===== src/rtl/bru_pkg.sv =====
package bru_pkg;

  localparam int INSN_W   = 32;
  localparam int CTL_HI   = 25;
  localparam int CTL_LO   = 21;
  localparam int SEL_HI   = 20;
  localparam int SEL_LO   = 16;
  localparam int LINK_POS = 0;
  localparam int SEL_W    = SEL_HI - SEL_LO + 1;

  typedef struct packed {
    logic [3:0]       mode;   // control bits 25..22
    logic             hint;   // bit 21
    logic [SEL_W-1:0] sel;    // bits 20..16
    logic             link;   // bit 0
  } bru_fields_t;

  function automatic logic [31:0] ctr_minus_one(input logic [31:0] c);
    return c - 32'd1;
  endfunction

  function automatic logic [31:0] link_addr(input logic [31:0] pc);
    return pc + 32'd4;
  endfunction

endpackage


===== src/rtl/bru_fields.sv =====
module bru_fields
  import bru_pkg::*;
(
  input  logic [INSN_W-1:0] insn,
  output bru_fields_t       f
);
  always_comb begin
    f.mode = insn[CTL_HI:CTL_LO+1];
    f.hint = insn[CTL_LO];
    f.sel  = insn[SEL_HI:SEL_LO];
    f.link = insn[LINK_POS];
  end
endmodule


===== src/rtl/bru_crbit.sv =====
module bru_crbit #(
  parameter int CRW = 32,
  localparam int SW = $clog2(CRW)
) (
  input  logic [CRW-1:0] cr,
  input  logic [SW-1:0]  sel,
  output logic           bit_o
);
  logic [CRW-1:0] msb_first;
  for (genvar i = 0; i < CRW; i++) begin : g_flip
    assign msb_first[i] = cr[CRW-1-i];
  end
  assign bit_o = msb_first[sel];
endmodule


===== src/rtl/bru_decide.sv =====
module bru_decide
  import bru_pkg::*;
(
  input  bru_fields_t f,
  input  logic        cond_bit,
  input  logic        ctr_mode,
  input  logic [31:0] ctr_in,
  output logic        uses_ctr,
  output logic        bad_enc,
  output logic        go,
  output logic [31:0] ctr_dec
);
  logic ignore_cond, want_set, want_zero, ctr_ok, cond_ok, z_bad;

  always_comb begin
    ignore_cond = f.mode[3];
    want_set    = f.mode[2];
    uses_ctr    = ~f.mode[1];
    want_zero   = f.mode[0];
    ctr_dec     = ctr_minus_one(ctr_in);
    z_bad = (~f.mode[3] &  f.mode[1] & f.mode[0])
          | ( f.mode[3] &  f.mode[2])
          | ( f.mode[3] &  f.mode[1] & (f.mode[0] | f.hint));
    bad_enc = z_bad | (ctr_mode & uses_ctr);
    ctr_ok  = ~uses_ctr | ((ctr_dec == 32'd0) == want_zero);
    cond_ok = ignore_cond | (cond_bit == want_set);
    go      = ctr_ok & cond_ok & ~bad_enc;
  end
endmodule


===== src/rtl/branch_resolve.sv =====
module branch_resolve
  import bru_pkg::*;
(
  input  logic        clk,
  input  logic        rst_n,
  input  logic        valid_i,
  input  logic        ctr_mode_i,
  input  logic [31:0] insn_i,
  input  logic [31:0] pc_i,
  input  logic [31:0] cr_i,
  input  logic [31:0] ctr_i,
  output logic        taken_o,
  output logic        hint_o,
  output logic        invalid_o,
  output logic [31:0] ctr_o,
  output logic [31:0] lr_o
);
  bru_fields_t fld;
  logic        cond_bit, uses_ctr, bad_enc, go;
  logic [31:0] ctr_dec;
  logic        dec_fire, link_fire;

  bru_fields u_fields (.insn(insn_i), .f(fld));

  bru_crbit #(.CRW(32)) u_crbit (.cr(cr_i), .sel(fld.sel), .bit_o(cond_bit));

  bru_decide u_decide (
    .f(fld), .cond_bit(cond_bit), .ctr_mode(ctr_mode_i), .ctr_in(ctr_i),
    .uses_ctr(uses_ctr), .bad_enc(bad_enc), .go(go), .ctr_dec(ctr_dec)
  );

  assign dec_fire  = valid_i & uses_ctr & ~bad_enc;
  assign link_fire = valid_i & fld.link;
  assign taken_o   = valid_i & go;
  assign invalid_o = valid_i & bad_enc;
  assign hint_o    = valid_i & fld.hint;

  always_ff @(posedge clk or negedge rst_n) begin
    if (!rst_n) begin
      ctr_o <= '0;
      lr_o  <= '0;
    end else begin
      if (valid_i)   ctr_o <= dec_fire ? ctr_dec : ctr_i;
      if (link_fire) lr_o  <= link_addr(pc_i);
    end
  end
endmodule


===== config.mk =====
export PLATFORM = sky130hd
export DESIGN_NAME = branch_resolve
export DESIGN_NICKNAME = d
export VERILOG_FILES = /design/src/rtl/bru_pkg.sv /design/src/rtl/bru_fields.sv /design/src/rtl/bru_crbit.sv /design/src/rtl/bru_decide.sv /design/src/rtl/branch_resolve.sv
export SDC_FILE = /design/constraint.sdc
export NUM_CORES = 1
export LEC_CHECK = 0
export BUFFER_PORTS_ARGS = -buffer_cell sky130_fd_sc_hd__buf_2
export CORE_MARGIN = 1
export CORE_UTILIZATION = 48
export CTS_CLUSTER_DIAMETER = 50
export DETAILED_ROUTE_END_ITERATION = 10
export PLACE_DENSITY_LB_ADDON = 0.3
export SYNTH_ARGS = -nofsm -noshare
export SYNTH_HDL_FRONTEND = slang
export SYNTH_HIERARCHICAL = 1
export SYNTH_SLANG_ARGS = --single-unit

===== constraint.sdc =====
create_clock -name clk -period 3.07 [get_ports clk]
set_clock_uncertainty 0.1 [all_clocks]
set_input_delay 0.1535 -clock clk [delete_from_list [all_inputs] [get_ports clk]]
set_output_delay 0.1535 -clock clk [all_outputs]
set_load 0.03 [all_outputs]

==> results.toml <==
[critical_path]
timing.rr.start = "lr_o[29]$_DFFE_PN0P_"
reg2reg_to = "lr_o[29]$_DFFE_PN0P_"
critical-path-slowest-cell = "or4_4"
startpoint_type = "input port"
reg2reg_depth = 2
path_cells = "buf_2 -> or4_4 -> or4_4 -> nor4_4 -> xor2_2 -> nor4b_2 -> nand4_1 -> xor2_1 -> o2111a_1 -> and2_1 -> buf_2"
max_stage_delay_ps = 560
cp_top_family = "simple AND/OR/NAND/NOR gates"
path_buf_inv = 2
cp.arrival_ps = 2780
critPathMaxFanout = 5
end_kind = "primary output"
crit_type = "in2out"
r2r_slack_ps = 2230
required_ps = 2820

[min_path]
min_path_cells = 3
worstHoldEndpoint = "lr_o[16]$_DFFE_PN0P_"
hp-class = "in2reg"
hold_start = "pc_i[16]"

[layout]
regArea_mm2 = 0.001602
final_layout_size_suffix_gt1_frac = 0.3176
synthToLayoutAreaGrowth_pct = 28.29
post_layout_nonfiller_instances = 807
final_net_count = 830
final_util = 0.6458
diodes = 0
multi_input_comb_area_mm2 = 0.002630
fillers = 766

[logic_synthesis]
avgSynthCellArea_um2 = 8.640
synth.mux.area_fraction = 0.1074
synthCells = 518
ys.warnings.count = 6
synth-adder-area-share = 0.008387
synthTopCellsByArea = "dfrtp_1 36%, mux2i_1 11%, nor2_1 5.4%"
synthXorXnorAreaFrac = 0.07996
synth_compound_area_frac = 0.1292
ys_seq_elements = 64
yosys.area_share.simple = 0.2608
ys_async_sr_fraction = 1.000
yosysTopAreaCell = "dfrtp_1"
ys_types = 55
synth_area_mm2 = 0.004476
synth_ff_type = "dfrtp_1"
synth_top_area_frac = 0.3578
yosysSeqAreaShare = 0.3578
synth-edff-count = 0
syn-num-nets = 653
synth_top_family_by_area = "simple AND/OR/NAND/NOR gates"

[status]
status = "complete, no violations"

[clocking]
post_cts_buffers = 0
clock_latency_ps = 350
clockBufferDepth = 2
cts_root_buffer = "clkbuf_8"
cts_htree_levels = 3
path_clk_slew_ps = 70
cts_tree = "yes"
cts_buffers = 9
cts.sink_count = 64

[routing]
m1WireLength_mm = 4.975
vias_per_cell = 5.553
wl_per_cell_um = 14.82
dr_wl_met3_um = 803
drt-total-wl_mm = 11.96
drt_iter0_markers = 183
highest_layer = "met4"
ant_nets = 0
drc = 0
wl_met2_mm = 5.965
drt_pass1_iterations = 5
vias = 4481

[floorplanning]
initial_core_util = 0.5034
core_area_mm2 = 0.008891
die_area_mm2 = 0.009714
die_y_um = 98.56
pin_count = 199
die_w_um = 98.56
row_count = 34

[placement]
hpwl_mm = 8.792
dp_cells = 776
port_buffers = 177
place.gp.congestion = 0.8161

[global_route]
grt_pass1_wl_mm = 19.44
grt_antenna_before_repair = 1
grt_usage = 0.2515
grt_pass1_vias = 4228
grt-ovfl-total = 0
grt_start_max_net_pins = 69

[sta]
final-max-slew-violation-count = 0
period_minus_slack_ps = 3035
rsz0062_at_grt = "true"
relSlewSlack = 0.2300
finalHoldViolations = 0
setup_viol = 0
setup_tns_ps = 0
finalCritPeriodShare = 0.9887
worst_pin_slew_ps = 1155
max_freq_ghz = 0.3295

[power]
p_per_area_mw_per_mm2 = 450.1
p_leak_nw = 2.755
p_total_mw = 2.584
peakVddDrop_mv = 0.2170

[flow_run]
maxCapViolCount = 0
## worst max-delay path by stage
stage | slack (ps) | cells past startpoint | from | end
6_report | 30 | 11 | ctr_i[17] | taken_o
5_1_grt | -70 | 11 | ctr_i[17] | taken_o
4_1_cts | 20 | 11 | ctr_i[17] | taken_o
3_5_place_dp | -90 | 11 | ctr_i[17] | taken_o
3_3_place_gp | -4 | 11 | ctr_i[17] | taken_o
2_1_floorplan | 280 | 9 | ctr_i[17] | taken_o
## sequential cells by signal (all words and copies together) (netlist names)
| register | cells |
|---|---|
| ctr_o | 32 |
| lr_o | 32 |
## metal layers
layer	global-route usage	vias to the layer above
met5	0	-
met4	0.1033	0
met3	0.06312	20
met2	0.4345	167
met1	0.2996	2086
li1	-	2208
## cell usage after synthesis, types with 2 or more instances
library cell / number
ha_1: 3
nor2b_1: 3
nor4b_1: 2
a22oi_1: 5
mux2i_1: 48
nand3_1: 16
or3_1: 9
o21ai_0: 27
buf_2: 3
nand4_1: 11
or2_2: 3
buf_4: 13
o31ai_1: 8
dfrtp_1: 64
or4_4: 2
and3_1: 2
a31oi_1: 16
nand2b_1: 5
nand4b_1: 2
nor3_1: 7
nor4_1: 6
and4_1: 2
nand2_1: 52
nor2_1: 64
clkbuf_1: 19
xor2_1: 23
nand4_2: 2
xnor2_1: 16
and2_1: 7
or4_1: 9
a21oi_1: 37
nor3_2: 2
inv_1: 7
buf_6: 2
## repair_timing
item                                    CTS  global route
hold endpoints to repair                 79             0
hold buffers                             16             0
endpoints found under the setup margin    1             1
gates resized for setup                   1             0
pin swaps                                 2             0
## layout by cell type, fill, tap and decap left out, types with 3 or more instances in the layout
cell	count
or2_2	3
xnor2_1	16
inv_1	7
nor3_1	7
buf_4	11
nand3_1	16
o21ai_0	27
or4_1	9
dlygate4sd3_1	16
a22oi_1	5
nor2_1	64
nand4_1	11
buf_2	177
and2_1	7
o31ai_1	8
mux2i_1	48
ha_1	3
dfrtp_1	64
xor2_1	23
nand2_1	52
a31oi_1	16
a21oi_1	37
nand2b_1	4
clkbuf_8	11
nor2b_1	3
or3_1	9
nor4_1	6
## worst register-to-register path: cells and delay by family (launching register included)
family | cells | cell delay, ps
compound gates | 1 | 50
flops | 1 | 400
simple gates | 1 | 110
## logic make-up after synthesis
logic type	after synthesis
buffers and inverters	45
xor gates and xnor gates	40
DFF	64
adders and majority gates	3
AOI/OAI and AO/OA	100
muxes	48
and+or+nand+nor	218
## report_power, final
part	internal [mW]	switching, mW
Clock	0.496	0.339
Sequential	0.943	0.0530
Combinational	0.263	0.490
Total	1.70	0.881
## final cells by class
class	count	area share
Clock buffer	12	0.02702
Timing Repair Buffer	204	0.1966
Clock inverter	3	0.01133
Inverter	7	0.004576
Multi-Input combinational cell	409	0.4581
Tap cell	108	0.02353
Sequential cell	64	0.2789
## through the flow
step / hold slack, ps / setup slack, ps / instance area [µm²]
after CTS: 3.038 / 20.33 / 5742
after detailed placement: 252.2 / -87.91 / 5355
after global placement: 245.4 / -3.782 / 5355
final: 15.78 / 34.71 / 5742
after floorplan: -242.1 / 284.7 / 4476
after global routing: 24.48 / -72.72 / 5742
Power figures use the tool's default switching activity.
